File: src/rtl/cpwm_pkg.sv
package cpwm_pkg;
  typedef enum logic {
    DIR_UP = 1'b0,
    DIR_DN = 1'b1
  } cnt_dir_e;
endpackage

File: src/rtl/cpwm_updown_cnt.sv
module cpwm_updown_cnt
  import cpwm_pkg::*;
#(
  parameter int CNT_W = 16
) (
  input  logic             clk_i,
  input  logic             rst_ni,
  input  logic             run_i,
  input  logic [CNT_W-1:0] top_i,
  output logic [CNT_W-1:0] cnt_o,
  output logic             wrap_o
);
  logic [CNT_W-1:0] cnt_q, cnt_nx;
  cnt_dir_e         dir_q, dir_nx;

  always_comb begin
    if (!run_i) begin
      cnt_nx = '0;
    end else if (dir_q == DIR_UP) begin
      cnt_nx = (cnt_q == top_i) ? cnt_q - 1'b1 : cnt_q + 1'b1;
    end else begin
      cnt_nx = cnt_q - 1'b1;
    end
    // turn upward once zero is reached; also covers a top of 1
    if ((cnt_nx == '0) || (dir_q == DIR_UP && cnt_q != top_i)) dir_nx = DIR_UP;
    else dir_nx = DIR_DN;
  end

  always_ff @(posedge clk_i or negedge rst_ni) begin
    if (!rst_ni) begin
      cnt_q <= '0;
      dir_q <= DIR_UP;
    end else begin
      cnt_q <= cnt_nx;
      dir_q <= dir_nx;
    end
  end

  assign cnt_o  = cnt_q;
  assign wrap_o = (cnt_nx == '0);
endmodule

File: src/rtl/cpwm_stb_div.sv
module cpwm_stb_div #(
  parameter int CNT_W = 16,
  parameter int DECIM = 64
) (
  input  logic             clk_i,
  input  logic             rst_ni,
  input  logic             run_i,
  input  logic [CNT_W-1:0] hp_i,
  output logic             stb_o
);
  localparam int STEP_SH = $clog2(DECIM) - 1;

  logic [CNT_W-1:0] step, rem_q;

  // 2*H/DECIM == H >> (log2(DECIM)-1)
  assign step  = hp_i >> STEP_SH;
  assign stb_o = run_i && (rem_q == '0);

  always_ff @(posedge clk_i or negedge rst_ni) begin
    if (!rst_ni) rem_q <= '0;
    else if (!run_i) rem_q <= '0;
    else if (rem_q == '0) rem_q <= step - 1'b1;
    else rem_q <= rem_q - 1'b1;
  end
endmodule

File: src/rtl/cpwm_dead_band.sv
module cpwm_dead_band #(
  parameter int DEAD_CYC = 4
) (
  input  logic clk_i,
  input  logic rst_ni,
  input  logic ref_i,
  output logic hi_o,
  output logic lo_o
);
  localparam int DT_W = (DEAD_CYC < 1) ? 1 : $clog2(DEAD_CYC + 1);

  logic            lvl_q;
  logic [DT_W-1:0] dt_q;

  always_ff @(posedge clk_i or negedge rst_ni) begin
    if (!rst_ni) begin
      lvl_q <= 1'b0;
      dt_q  <= '0;
    end else if (ref_i != lvl_q) begin
      lvl_q <= ref_i;
      dt_q  <= DT_W'(DEAD_CYC);
    end else if (dt_q != '0) begin
      dt_q <= dt_q - 1'b1;
    end
  end

  assign hi_o = lvl_q && (dt_q == '0);
  assign lo_o = !lvl_q && (dt_q == '0);
endmodule

File: src/rtl/cpwm_sync_timer.sv
module cpwm_sync_timer #(
  parameter int CNT_W    = 16,
  parameter int NPH      = 3,
  parameter int DECIM    = 64,
  parameter int DEAD_CYC = 4
) (
  input  logic                 clk_i,
  input  logic                 rst_ni,
  input  logic [CNT_W-1:0]     half_per_i,
  input  logic [NPH*CNT_W-1:0] duty_i,
  output logic [NPH-1:0]       gate_hi_o,
  output logic [NPH-1:0]       gate_lo_o,
  output logic                 sync_o,
  output logic                 mod_stb_o,
  output logic                 cfg_err_o
);
  localparam int              HALF_D     = DECIM / 2;
  localparam logic [CNT_W-1:0] ALIGN_MASK = CNT_W'(HALF_D - 1);

  logic [CNT_W-1:0]     hp_sh;
  logic [NPH*CNT_W-1:0] duty_sh;
  logic [CNT_W-1:0]     cnt;
  logic                 load, run, aligned;
  logic [NPH-1:0]       cmp;

  assign aligned   = ((hp_sh & ALIGN_MASK) == '0);
  assign run       = (hp_sh != '0) && aligned;
  assign cfg_err_o = (hp_sh != '0) && !aligned;

  // shadow capture in the clock that precedes count zero (every clock while idle)
  always_ff @(posedge clk_i or negedge rst_ni) begin
    if (!rst_ni) begin
      hp_sh   <= '0;
      duty_sh <= '0;
    end else if (load) begin
      hp_sh   <= half_per_i;
      duty_sh <= duty_i;
    end
  end

  cpwm_updown_cnt #(.CNT_W(CNT_W)) u_cnt (
    .clk_i  (clk_i),
    .rst_ni (rst_ni),
    .run_i  (run),
    .top_i  (hp_sh),
    .cnt_o  (cnt),
    .wrap_o (load)
  );

  assign sync_o = run && (cnt == '0);

  cpwm_stb_div #(.CNT_W(CNT_W), .DECIM(DECIM)) u_stb (
    .clk_i  (clk_i),
    .rst_ni (rst_ni),
    .run_i  (run),
    .hp_i   (hp_sh),
    .stb_o  (mod_stb_o)
  );

  for (genvar p = 0; p < NPH; p++) begin : g_ph
    assign cmp[p] = run && (duty_sh[p*CNT_W +: CNT_W] > cnt);

    cpwm_dead_band #(.DEAD_CYC(DEAD_CYC)) u_db (
      .clk_i  (clk_i),
      .rst_ni (rst_ni),
      .ref_i  (cmp[p]),
      .hi_o   (gate_hi_o[p]),
      .lo_o   (gate_lo_o[p])
    );
  end
endmodule

File: config.mk
export PLATFORM = sky130hd
export DESIGN_NAME = cpwm_sync_timer
export DESIGN_NICKNAME = d
export VERILOG_FILES = /design/src/rtl/cpwm_pkg.sv /design/src/rtl/cpwm_updown_cnt.sv /design/src/rtl/cpwm_stb_div.sv /design/src/rtl/cpwm_dead_band.sv /design/src/rtl/cpwm_sync_timer.sv
export SDC_FILE = /design/constraint.sdc
export NUM_CORES = 1
export LEC_CHECK = 0
export BUFFER_PORTS_ARGS = -buffer_cell sky130_fd_sc_hd__buf_2
export CORE_UTILIZATION = 55
export CTS_CLUSTER_SIZE = 40
export DETAILED_ROUTE_END_ITERATION = 16
export PLACE_DENSITY = 0.81
export SYNTH_ARGS = -nofsm -noshare
export SYNTH_HDL_FRONTEND = slang
export SYNTH_SLANG_ARGS = --single-unit
File: constraint.sdc
create_clock -name clk_i -period 4.4 [get_ports clk_i]
set_input_delay 0.22 -clock clk_i [delete_from_list [all_inputs] [get_ports clk_i]]
set_output_delay 0.22 -clock clk_i [all_outputs]
set_load 0.02 [all_outputs]
* Word level (Yosys, flattened, before mapping)
Index checks and enable logic that the tools add are counted.
Cells by class: $add $sub $neg 7, magnitude comparators 3, equal/unequal tests 5, mux-type cells 12, bitwise operators 1, reductions and logical operators 33
Operators with widths (count):
- $mux W16 | 5
- $logic_not A16 Y1 | 4
- $gt A16 B16 Y1 | 3
- $sub A16 B1 Y16 const B | 2
- $mux W3 | 6
- $add A16 B1 Y16 const B | 1
- $eq A16 B16 Y1 | 1
- $ne A16 B16 Y1 | 1
- $reduce_bool A16 Y1 | 1
- $logic_and A1 B1 Y1 | 14
- $sub A11 B1 Y12 const B | 1
- $logic_not A3 Y1 | 3
- $reduce_bool A3 Y1 | 3
- $sub A3 B1 Y3 const B | 3
- $reduce_bool A2 Y1 | 3
- $logic_not A1 Y1 | 4
- $ne A1 B1 Y1 | 3
- $logic_or A1 B1 Y1 | 1
- $mux W1 | 1
- $not A1 Y1 | 1
Word-level totals: register bits 109, output and inout bits 9, logic and storage cells 72

* Longest topological paths before layout
Gate-level depths: netlist (run 1).
word-level depth 7, mapped depth 14

* By module
A second synthesis (run 1) with hierarchy kept.
Unflattened totals: cells, all modules 650, area, all modules 6839.1 µm²
Modules (own cells, without submodules):
- cpwm_sync_timer | times used 1, cells an instance 292, area each 3512.1 µm², seq. area each 1601.5 µm²
- cpwm_updown_cnt | times used 1, cells an instance 169, area each 1526.5 µm², seq. area each 425.4 µm²
- cpwm_stb_div | times used 1, cells an instance 126, area each 1169.9 µm², seq. area each 400.4 µm²
- cpwm_dead_band | times used 3, cells an instance 21, area each 210.2 µm², seq. area each 100.1 µm²

* Worst setup path before layout (run 1)
No wires, ideal clock.
kind register to register, start point register u_cnt.cnt_q[0], in the netlist u_cnt.cnt_o[0], end point register duty_sh[0], setup time 0.125 ns, arrival time 3.402 ns, required time 4.275 ns, slack 0.873 ns, cell stages (with the launch flop) 14, path buffers 4, clock period less this slack 3.527 ns, cell sequence dfrtp_1 buf_2 xnor2_1 nand4_1 o41ai_2 buf_4 mux2i_1 xnor2_1 nor2_1 or4_1 or4_4 buf_6 buf_6 mux2_4
On the way: word-level cells in the longest chain between the ends 5
RTL lines:
- start, declared | line cpwm_updown_cnt.sv:13 | logic [CNT_W-1:0] cnt_q, cnt_nx;
- start signal, assigned | line cpwm_updown_cnt.sv:34 | cnt_q <= cnt_nx;
- $add A16 B1 Y16 (tied with other cells) | line cpwm_updown_cnt.sv:20 | cnt_nx = (cnt_q == top_i) ? cnt_q - 1'b1 : cnt_q + 1'b1;
- $mux W16 | line cpwm_updown_cnt.sv:20
- $mux W16 (*) | line cpwm_updown_cnt.sv:19 | end else if (dir_q == DIR_UP) begin
- $mux W16 (*) | line cpwm_updown_cnt.sv:17 | if (!run_i) begin
- net u_cnt.cnt_nx[11] | line cpwm_updown_cnt.sv:13
- $logic_not A16 Y1 (*) | line cpwm_updown_cnt.sv:40 | assign wrap_o = (cnt_nx == '0);
- end signal, assigned | line cpwm_sync_timer.sv:37 | duty_sh <= duty_i;
- end, declared | line cpwm_sync_timer.sv:21 | logic [NPH*CNT_W-1:0] duty_sh;
Mark *: on every way through the listed nets, which the timed path passes. The rest lies on a longest branch. A chain may end at the register's enable or synchronous reset.

* Final worst setup path (run 1)
start point register u_cnt.cnt_q[7], in the netlist u_cnt.cnt_o[7], end point register duty_sh[30]
On the way: word-level cells in the longest chain between the ends 5
RTL lines (line):
- $eq A16 B16 Y1 | cpwm_updown_cnt.sv:20
- $mux W16 | cpwm_updown_cnt.sv:20
- $mux W16 | cpwm_updown_cnt.sv:19
- $mux W16 | cpwm_updown_cnt.sv:17
- net u_cnt.cnt_nx[3] | cpwm_updown_cnt.sv:13
- $logic_not A16 Y1 | cpwm_updown_cnt.sv:40
The timed path passes the listed nets, and every way through them passes these cells.

==> metrics.csv, run 1 <==
metric,value,unit
CTS root buf,clkbuf_16,
maximum fanout encountered on the critical timing path,35,
cell repeated most along the worst path,nand4_1,
initial cell density of the core,0.568,
CORE AREA,12100,sq um
routed length on met3,807,um
Critical path buffers and inverters,1,
clock tree from TritonCTS,built,
fraction of synthesis flops using an asynchronous set or reset pin,1.00,
shortest clock period the worst path allows after layout,3.92,ns
overall power consumption,0.00255,W
HP Class,in -> async,
via count of the routed design,5142,
unrepaired setup endpoints after global routing,no,
chip width,114,um
Final nets,830,
arrival time of the worst setup path,4.15,ns
pin count of the biggest net entering global routing,79,
area growth from synthesis to final layout,10.6,%
fraction of synthesized cell area taken by the top area cell type,0.398,
buffer levels on the longest clock path,2,
number of instances in the synthesized netlist,647,
standard-cell row count,40,
placed wire-length estimate,11.2,mm
clock latency on the worst-skew pair,0.35,ns
"Setup Fix Bufs, Post-CTS",0,
number of DRC violations after detailed-routing iteration 0,391,
total DRC errors in the routed layout,0,
Ant. Diodes,0,
run status,"complete, no violations",
maximum VDD drop,220,uV
Slowest cell on crit path,o41a_1,
Critical Path Sink Type,flop,
total count of hold-check failures in the final report,0,
final-layout worst hold slack,0.00974,ns
cell types occupying the most area after synthesis,"dfrtp_1 40%, ha_1 11%, mux2_4 9.6%",
clk slew on worst S/H paths,0.07,ns
number of fill cells in the layout,936,
crit start category,flop,
post-synthesis sequential element count,109,
Port Buffer Count,74,
number of nets produced by synthesis,772,
uppermost routed layer,met4,
dominant cell type by area after synthesis,dfrtp_1,
number of max-cap violations,0,
Worst EP required,4.64,ns
sum of met2 wire segment lengths after detailed routing,7.40,mm
Final ANT Viol Nets,0,
clock sink count,109,
global-route wire length before repair,25.4,mm
final routed wirelength across all metal layers,15.4,mm
number of distinct library cell variants in the gate-level netlist after synthesis,54,
Post-synth EDFFs,0,
share of final-layout standard cells stronger than drive strength 1,0.204,
post-synth design cell area,6850,sq um
Num CTS Buffers,9,
area enclosed by the die boundary,12900,sq um
Power Dens Cells,337,nW/um^2
via count of the first global-routing pass,5253,
Synth warnings,0,
placer congestion estimate,0.941,
final setup TNS,0,ns
floorplan die height,114,um
overall fraction of global-route tracks in use,0.252,
type of the worst setup path,reg -> reg,
post-route fraction of the period consumed by the critical path,0.890,
Least-Margin Pin Slew,0.986,ns
Top Ports,75,
fraction of the yosys area taken by sequential cells,0.398,
Lkg Pwr,3.50,nW
slew margin rel.,0.342,
total of endpoints with negative setup slack in the final report,0,
CTS-repair resized insts,0,
crit path cell chain,xnor2_1 -> nand4_1 -> o41a_1 -> nand4_1 -> a21o_1 -> a21oi_1 -> or4_1 -> or4_4 -> buf_4 -> mux2_1,
delay of the slowest cell on the worst path,0.65,ns
top flip-flop cell by instance count after synthesis,dfrtp_1,
CTS H-tree depth,3,
highest clock rate,0.255,GHz
total grt overflow,0,
number of buffers inserted for hold repair after clock tree synthesis,0,
vias per cell,5.86,
clock tree skew after final layout,0.00672,ns
mean instance size in the synthesized netlist,10.6,sq um
antenna violations before repair,0,
total iterations of the first detailed-routing run,5,
wire length per cell,17.5,um
crit-path leading delay family,simple AND/OR/NAND/NOR gates,
pins over their slew limit,0,
metal1 wirelength,6.65,mm
==> registers in the layout, indices dropped and copies added, names as in the netlist <==
signal / cells
u_cnt.cnt_o: 16
u_stb.rem_q: 16
duty_sh: 48
g_ph.u_db.dt_q: 9
g_ph.u_db.lvl_q: 3
hp_sh: 16
u_cnt.dir_q: 1
==> worst register-to-register path, cell delays in order (launching register included) <==
cell and delay [ns]:
dfrtp_1 0.48, xnor2_1 0.22, nand4_1 0.19, o41a_1 0.65
nand4_1 0.24, a21o_1 0.13, a21oi_1 0.08, or4_1 0.54
or4_4 0.53, buf_4 0.33, mux2_1 0.40
==> per-layer routing <==
metal	track usage	up-vias
met5	0	-
li1	-	2412
met4	0.139	0
met1	0.322	2468
met2	0.415	219
met3	0.0372	43
==> layout make-up <==
cell class	instances	area [sq um]	share of cell area
clock inverters	3	42.5	0.00562
repair buffers	81	425	0.0562
clock buffers	13	270	0.0357
flip-flops and latches	109	2730	0.360
inverters	40	150	0.0198
multi-input cells	464	3750	0.495
well taps	168	210	0.0278
==> synthesized netlist by cell type (all sizes together) (4+ instances only) <==
cell and n:
nor3 21, xor2 7, nand3 21, or4 8, ha 59, buf 25
nor4 12, o21a 14, and3 6, mux2 60, a41oi 4, nor2b 7
a211oi 11, nand2 21, and4 4, mux2i 8, nand4 15, a21o 11
and2 4, o21ai 10, inv 40, clkbuf 9, nor2 67, a21oi 15
xnor2 47, dfrtp 109
==> logic make-up after synthesis <==
family                   count (synthesis)  synth area share
XOR/XNOR                                54            0.0691
flip-flops                             109             0.398
AND/OR/NAND/NOR                        199             0.148
buffers and inverters                   74            0.0548
AO/OA/AOI/OAI                           84            0.0875
multiplexers                            68             0.134
adder cells (fa/ha/maj)                 59             0.108
==> cell usage in the layout (no fill, tap or decap), types with 6 or more instances in the layout <==
| cell type | instances |
|---|---|
| a21oi_1 | 15 |
| nor4_1 | 12 |
| inv_1 | 39 |
| a21o_1 | 11 |
| mux2_4 | 44 |
| xor2_1 | 7 |
| a211oi_1 | 11 |
| ha_1 | 59 |
| or4_1 | 7 |
| xnor2_1 | 47 |
| o21a_1 | 14 |
| mux2i_1 | 8 |
| mux2_1 | 15 |
| buf_4 | 8 |
| nand3_1 | 21 |
| o21ai_0 | 8 |
| clkbuf_16 | 9 |
| buf_2 | 73 |
| nand4_1 | 15 |
| nor3_1 | 20 |
| nor2b_1 | 7 |
| and3_1 | 6 |
| nor2_1 | 67 |
| dfrtp_1 | 109 |
| nand2_1 | 21 |
==> final timing paths <==
| check | start | end | slack (ns) | depth (start not counted) |
|---|---|---|---|---|
| worst max-delay path | u_cnt.cnt_o[7]$_DFF_PN0_ | duty_sh[30]$_DFFE_PN0N_ | 0.48 | 10 |
| max in group asynchronous | rst_ni | u_stb.rem_q[14]$_DFF_PN0_ | 3.36 | 2 |
| worst min register to register | u_stb.rem_q[0]$_DFF_PN0_ | u_stb.rem_q[0]$_DFF_PN0_ | 0.51 | 1 |
| min in group clk_i | duty_i[26] | duty_sh[26]$_DFFE_PN0N_ | 0.07 | 2 |
| worst max register to register | u_cnt.cnt_o[7]$_DFF_PN0_ | duty_sh[30]$_DFFE_PN0N_ | 0.48 | 10 |
| worst min-delay path | rst_ni | g_ph[1].u_db.dt_q[2]$_DFFE_PN0P_ | 0.01 | 1 |
==> stage by stage <==
step	instance area, sq um	instances	utilization	setup WS (ns)
2_1_floorplan	6850	647	-	0.873
3_3_place_gp	7260	862	0.602	0.668
3_5_place_dp	7260	862	0.602	0.527
4_1_cts	7570	878	0.628	0.510
5_1_grt	7570	878	0.628	0.333
6_report	7570	878	0.628	0.483
==> power by group <==
part	internal [W]	total (W)	switching, W
combinational	0.000273	0.000565	0.000291
sequential	0.00109	0.00115	0.0000589
clock	0.000487	0.000842	0.000355
total	0.00185	0.00255	0.000705
Power figures use the tool's default switching activity.
==> run 2: changes to the inputs <==
--- a/config.mk
+++ b/config.mk
@@ -6,10 +6,12 @@
 export NUM_CORES = 1
 export LEC_CHECK = 0
 export BUFFER_PORTS_ARGS = -buffer_cell sky130_fd_sc_hd__buf_2
+export CAP_MARGIN = 30
 export CORE_UTILIZATION = 55
 export CTS_CLUSTER_SIZE = 40
 export DETAILED_ROUTE_END_ITERATION = 16
 export PLACE_DENSITY = 0.81
+export RECOVER_POWER = 50
 export SYNTH_ARGS = -nofsm -noshare
 export SYNTH_HDL_FRONTEND = slang
 export SYNTH_SLANG_ARGS = --single-unit
==> run 2 against run 1 <==
  * The flow now finishes with violations (capacitance limit, slew limit)
  * Register-to-register slack about the same
  * Cell count is 0.23% higher
  * Hold slack improved by 0.059 ns
  * Non-clock buffer count is 2 higher
  * Global-route usage did not move
  * Setup slack worse by 0.0017 ns
  * Critical path type unchanged
  * Largest cell class unchanged
==> metrics.csv, run 2 (synthesis results as in run 1) <==
metric,value,unit,change
initial cell density of the core,0.568,,unchanged
cell repeated most along the worst path,xnor2_1,,was nand4_1
Critical path buffers and inverters,1,,unchanged
failing checks,"capacitance limit, slew limit",,
Top Ports,75,,unchanged
HP Class,in -> reg,,was in -> async
Worst EP required,4.64,ns,about the same
crit-path leading delay family,simple AND/OR/NAND/NOR gates,,unchanged
"leading cell types in the layout, fill and taps excluded","109 x dfrtp_1, 69 x buf_2, 67 x nor2_1",,"was 109 x dfrtp_1, 73 x buf_2, 67 x nor2_1"
placed wire-length estimate,11.2,mm,unchanged
register ranked first by flip-flop count,duty_sh,,unchanged
sequential cell area,2730,sq um,unchanged
Slowest cell on crit path,o41a_1,,unchanged
number of flip-flops in the largest register,48,,unchanged
total count of hold-check failures in the final report,0,,unchanged
type of the worst setup path,reg -> reg,,unchanged
final-layout worst hold slack,0.0687,ns,was 0.00974 ns
highest clock rate,0.255,GHz,about the same
number of max-cap violations,1,,was 0
Final nets,832,,was 830
antenna violations before repair,0,,unchanged
clock tree skew after final layout,0.00839,ns,was 0.00672 ns
total area of multi-input combinational cells,3750,sq um,unchanged
delay of the slowest cell on the worst path,0.64,ns,was 0.65 ns
"Setup Fix Bufs, Post-CTS",0,,unchanged
maximum fanout encountered on the critical timing path,35,,unchanged
area growth from synthesis to final layout,10.9,%,was 10.6%
CTS H-tree depth,3,,unchanged
run status,"complete, but fails checks",,"was complete, no violations"
overall fraction of global-route tracks in use,0.252,,unchanged
Final ANT Viol Nets,0,,unchanged
global-route wire length before repair,25.4,mm,unchanged
Power Dens Cells,337,nW/um^2,about the same
final routed wirelength across all metal layers,15.4,mm,about the same
shortest clock period the worst path allows after layout,3.92,ns,about the same
Lkg Pwr,3.49,nW,was 3.50 nW
total DRC errors in the routed layout,0,,unchanged
pin count of the biggest net entering global routing,79,,unchanged
unrepaired setup endpoints after global routing,no,,unchanged
clock tree from TritonCTS,built,,unchanged
crit path cell chain,xnor2_1 -> nand4_1 -> o41a_1 -> mux2i_1 -> xnor2_1 -> nor2_1 -> or4_1 -> or4_4 -> buf_4 -> mux2_1,,was xnor2_1 -> nand4_1 -> o41a_1 -> nand4_1 -> a21o_1 -> a21oi_1 -> or4_1 -> or4_4 -> buf_4 -> mux2_1
clock latency on the worst-skew pair,0.36,ns,was 0.35 ns
total of endpoints with negative setup slack in the final report,0,,unchanged
critical path launch point,u_cnt.cnt_o[7]$_DFF_PN0_,,unchanged
total grt overflow,0,,unchanged
CORE AREA,12100,sq um,unchanged
maximum VDD drop,222,uV,was 220 uV
crit start category,flop,,unchanged
pins over their slew limit,33,,was 0
number of DRC violations after detailed-routing iteration 0,372,,was 391
Port Buffer Count,74,,unchanged
chip width,114,um,unchanged
placer congestion estimate,0.941,,unchanged
launching point of the worst reg2reg path,u_cnt.cnt_o[7]$_DFF_PN0_,,unchanged
clk slew on worst S/H paths,0.07,ns,about the same
share of final-layout standard cells stronger than drive strength 1,0.197,,was 0.204
area enclosed by the die boundary,12900,sq um,unchanged
post-route fraction of the period consumed by the critical path,0.891,,was 0.890
"most common cell after layout, fill and taps aside",dfrtp_1,,unchanged
standard-cell row count,40,,unchanged
Num CTS Buffers,9,,unchanged
Post-Layout Inst Area,7600,sq um,was 7570 sq um
clock sink count,109,,unchanged
via count of the first global-routing pass,5253,,unchanged
total iterations of the first detailed-routing run,5,,unchanged
dpl cell area,7260,sq um,unchanged
Ant. Diodes,0,,unchanged
buffer levels on the longest clock path,2,,unchanged
floorplan die height,114,um,unchanged
vias per cell,5.88,,was 5.86
number of fill cells in the layout,940,,was 936
CTS root buf,clkbuf_16,,unchanged
wire length per cell,17.5,um,about the same
Critical Path Sink Type,flop,,unchanged
Least-Margin Pin Slew,1.69,ns,was 0.986 ns
launch point of the worst hold path,duty_i[26],,
slew margin rel.,-0.127,,was 0.342
via count of the routed design,5170,,was 5142
final setup TNS,0,ns,unchanged
arrival time of the worst setup path,4.16,ns,was 4.15 ns
-- run 2: metrics by stage --
step	setup WS [ns]	std cells	total power [W]	util
final	0.482	880	0.00256	0.630
after global placement	0.668	862	0.00169	0.602
after CTS	0.510	878	0.00258	0.628
after floorplan	0.873	647	0.00159	-
after global routing	0.333	880	0.00269	0.630
after detailed placement	0.527	862	0.00173	0.602
-- run 2: what timing repair did --
item / CTS / global route
resized for setup: 0 / 0
endpoints found under the hold margin: 0 / 19
hold buffers: 0 / 1
endpoints found under the setup margin: 0 / 0
-- run 2: worst paths after layout --
path,to,slack [ns],depth (start not counted)
max,duty_sh[30]$_DFFE_PN0N_,0.48,10
min,duty_sh[26]$_DFFE_PN0N_,0.07,2
max reg2reg,duty_sh[30]$_DFFE_PN0N_,0.48,10
min reg2reg,u_stb.rem_q[0]$_DFF_PN0_,0.51,1
max in group asynchronous,u_stb.rem_q[14]$_DFF_PN0_,1.29,4
min in group asynchronous,g_ph[1].u_db.dt_q[2]$_DFFE_PN0P_,0.61,2
-- run 2: cell type report --
cell class              instances  share of cell area
inverters                      40              0.0198
multi-input cells             464               0.493
well taps                     168              0.0277
clock inverters                 3             0.00560
flip-flops and latches        109               0.359
repair buffers                 83              0.0593
clock buffers                  13              0.0356
-- run 2: routing by layer --
layer / part of all wire / wire length [um] / track usage
met3: 0.057 / 869 / 0.0372
met4: 0.033 / 509 / 0.139
met2: 0.48 / 7390 / 0.415
met5: 0 / 0 / 0
met1: 0.43 / 6590 / 0.322
-- run 2: report_power, final --
part,internal (W),switching [W]
Combinational,0.000274,0.000293
Clock,0.000487,0.000361
Sequential,0.00109,0.0000587
==> run 3: changes to the inputs <==
--- a/config.mk
+++ b/config.mk
@@ -5,13 +5,12 @@
 export SDC_FILE = /design/constraint.sdc
 export NUM_CORES = 1
 export LEC_CHECK = 0
-export BUFFER_PORTS_ARGS = -buffer_cell sky130_fd_sc_hd__buf_2
 export CAP_MARGIN = 30
 export CORE_UTILIZATION = 55
 export CTS_CLUSTER_SIZE = 40
 export DETAILED_ROUTE_END_ITERATION = 16
-export PLACE_DENSITY = 0.81
-export RECOVER_POWER = 50
+export DONT_BUFFER_PORTS = 1
+export PLACE_DENSITY = 0.66
 export SYNTH_ARGS = -nofsm -noshare
 export SYNTH_HDL_FRONTEND = slang
 export SYNTH_SLANG_ARGS = --single-unit
==> run 3 against run 2 <==
  * The run now ends clean
  * Critical path type unchanged
  * Die area unchanged
  * Hold slack got worse by 0.056 ns
  * Core utilization increased by 0.89 points
  * Routed wire length decreased by 2.1%
  * Critical endpoint is now duty_sh[21]$_DFFE_PN0N_
  * Non-clock buffer count decreased by 25
  * Sequential power about the same
  * Clock skew increased by 0.0017 ns
==> metrics.csv, run 3 (synthesis results as in run 1) <==
metric,value,unit,change
"leading cell types in the layout, fill and taps excluded","109 x dfrtp_1, 67 x nor2_1, 59 x ha_1",,"was 109 x dfrtp_1, 69 x buf_2, 67 x nor2_1"
vias per cell,5.67,,was 5.88
Slowest cell on crit path,o41a_1,,unchanged
placer congestion estimate,0.878,,was 0.941
post-route fraction of the period consumed by the critical path,0.909,,was 0.891
Least-Margin Pin Slew,0.706,ns,was 1.69 ns
shortest clock period the worst path allows after layout,4.00,ns,was 3.92 ns
pins over their slew limit,0,,was 33
global-route wire length before repair,25.5,mm,was 25.4 mm
pin count of the biggest net entering global routing,110,,was 79
buffer levels on the longest clock path,2,,unchanged
maximum VDD drop,213,uV,was 222 uV
clock sink count,109,,unchanged
total of endpoints with negative setup slack in the final report,0,,unchanged
chip width,114,um,unchanged
highest clock rate,0.250,GHz,was 0.255 GHz
standard-cell row count,40,,unchanged
via count of the routed design,4848,,was 5170
area enclosed by the die boundary,12900,sq um,unchanged
area growth from synthesis to final layout,12.5,%,was 10.9%
Power Dens Cells,321,nW/um^2,was 337 nW/um^2
number of max-cap violations,0,,was 1
register ranked first by flip-flop count,duty_sh,,unchanged
Num CTS Buffers,9,,unchanged
Final nets,807,,was 832
clock tree from TritonCTS,built,,unchanged
number of DRC violations after detailed-routing iteration 0,323,,was 372
fraction of power spent switching nets,0.286,,was 0.278
Post-Layout Inst Area,7700,sq um,was 7600 sq um
run status,"complete, no violations",,"was complete, but fails checks"
"most common cell after layout, fill and taps aside",dfrtp_1,,unchanged
Top Ports,75,,unchanged
crit-path leading delay family,simple AND/OR/NAND/NOR gates,,unchanged
clock tree skew after final layout,0.0101,ns,was 0.00839 ns
CTS H-tree depth,3,,unchanged
antenna violations before repair,0,,unchanged
Port Buffer Count,0,,was 74
Gate power share,0.226,,was 0.221
CTS-repair resized insts,0,,unchanged
wire length per cell,17.6,um,was 17.5 um
total grt overflow,0,,unchanged
net load switching power,0.000707,W,was 0.000712 W
overall fraction of global-route tracks in use,0.256,,was 0.252
final routed wirelength across all metal layers,15.0,mm,was 15.4 mm
maximum fanout encountered on the critical timing path,38,,was 35
Critical Path Sink Type,flop,,unchanged
internal power of the cells,0.00177,W,was 0.00185 W
fraction of power consumed by the clock network,0.310,,was 0.331
delay of the slowest cell on the worst path,0.69,ns,was 0.64 ns
total DRC errors in the routed layout,0,,unchanged
arrival time of the worst setup path,4.24,ns,was 4.16 ns
crit path cell chain,xnor2_1 -> nand4_1 -> o41a_1 -> mux2i_1 -> xnor2_1 -> nor2_1 -> or4_1 -> or4_4 -> buf_12 -> mux2_1,,was xnor2_1 -> nand4_1 -> o41a_1 -> mux2i_1 -> xnor2_1 -> nor2_1 -> or4_1 -> or4_4 -> buf_4 -> mux2_1
Worst EP required,4.64,ns,about the same
dpl cell area,6900,sq um,was 7260 sq um
Critical path buffers and inverters,1,,unchanged
CORE AREA,12100,sq um,unchanged
via count of the first global-routing pass,4918,,was 5253
final setup TNS,0,ns,unchanged
slew margin rel.,0.529,,was -0.127
share of final-layout standard cells stronger than drive strength 1,0.105,,was 0.197
cell repeated most along the worst path,xnor2_1,,unchanged
Final ANT Viol Nets,0,,unchanged
crit start category,flop,,unchanged
number of flip-flops in the largest register,48,,unchanged
CTS root buf,clkbuf_16,,unchanged
floorplan die height,114,um,unchanged
HP Class,in -> reg,,unchanged
total iterations of the first detailed-routing run,4,,was 5
sequential cell fraction of total power,0.464,,was 0.448
type of the worst setup path,reg -> reg,,unchanged
Lkg Pwr,3.40,nW,was 3.49 nW
initial cell density of the core,0.568,,unchanged
total count of hold-check failures in the final report,0,,unchanged
Ant. Diodes,0,,unchanged
placed wire-length estimate,10.9,mm,was 11.2 mm
clk slew on worst S/H paths,0.07,ns,about the same
clock latency on the worst-skew pair,0.36,ns,about the same
unrepaired setup endpoints after global routing,no,,unchanged
==> run 3: path summary, 6_finish.rpt <==
kind | start | depth (start not counted) | to | slack [ns]
max reg2reg | hp_sh[5]$_DFFE_PN0N_ | 10 | duty_sh[21]$_DFFE_PN0N_ | 0.40
min reg2reg | duty_sh[24]$_DFFE_PN0N_ | 1 | duty_sh[24]$_DFFE_PN0N_ | 0.51
max in group asynchronous | rst_ni | 2 | duty_sh[0]$_DFFE_PN0N_ | 3.50
max | hp_sh[5]$_DFFE_PN0N_ | 10 | duty_sh[21]$_DFFE_PN0N_ | 0.40
min in group asynchronous | rst_ni | 2 | g_ph[1].u_db.dt_q[0]$_DFFE_PN0P_ | 0.45
min | duty_i[46] | 1 | duty_sh[46]$_DFFE_PN0N_ | 0.01
==> run 3: power groups by stage <==
stage	Clock, W	Sequential (W)	Combinational [W]
after floorplan	0	0.00114	0.000447
after global placement	0	0.00116	0.000471
after detailed placement	0	0.00117	0.000499
after CTS	0.000793	0.00115	0.000557
after global routing	0.000831	0.00116	0.000641
final	0.000766	0.00115	0.000559
==> run 3: layout make-up <==
type,count,area [sq um]
fill,993,4360
clock buffer,11,243
inverter,40,150
clock inverter,5,35.0
tap,168,210
multi-input combinational,464,3750
sequential,109,2730
timing repair buffer,58,593
==> run 3: worst reg2reg max path: stages (launching register included) <==
cell and delay [ns]:
dfrtp_1 0.50, xnor2_1 0.25, nand4_1 0.18, o41a_1 0.69, mux2i_1 0.27, xnor2_1 0.14, nor2_1 0.07, or4_1 0.50
or4_4 0.67, buf_12 0.26, mux2_1 0.36
==> run 3: timing repair <==
item	4_1_cts	5_1_grt
hold endpoints to repair	151	7
hold buffers	44	7
endpoints found under the setup margin	0	0
buffers inserted	0	0
==> run 3: metrics by stage <==
step / utilization / setup WS, ns / cells / power (W) / hold slack, ns
final: 0.639 / 0.401 / 855 / 0.00247 / 0.0129
after global routing: 0.639 / 0.216 / 855 / 0.00263 / 0.00218
after CTS: 0.633 / 0.401 / 848 / 0.00250 / 0.0000664
after detailed placement: 0.572 / 0.427 / 788 / 0.00167 / -0.0735
after global placement: 0.572 / 0.516 / 788 / 0.00163 / -0.0730
after floorplan: - / 0.873 / 647 / 0.00159 / -0.0756
==> run 3: routing by layer <==
metal	track usage	up-vias	routed length (um)
met5	0	-	0
met3	0.0563	22	574
met1	0.349	2379	6870
met2	0.408	90	7290
met4	0.0772	0	304
li1	-	2357	-
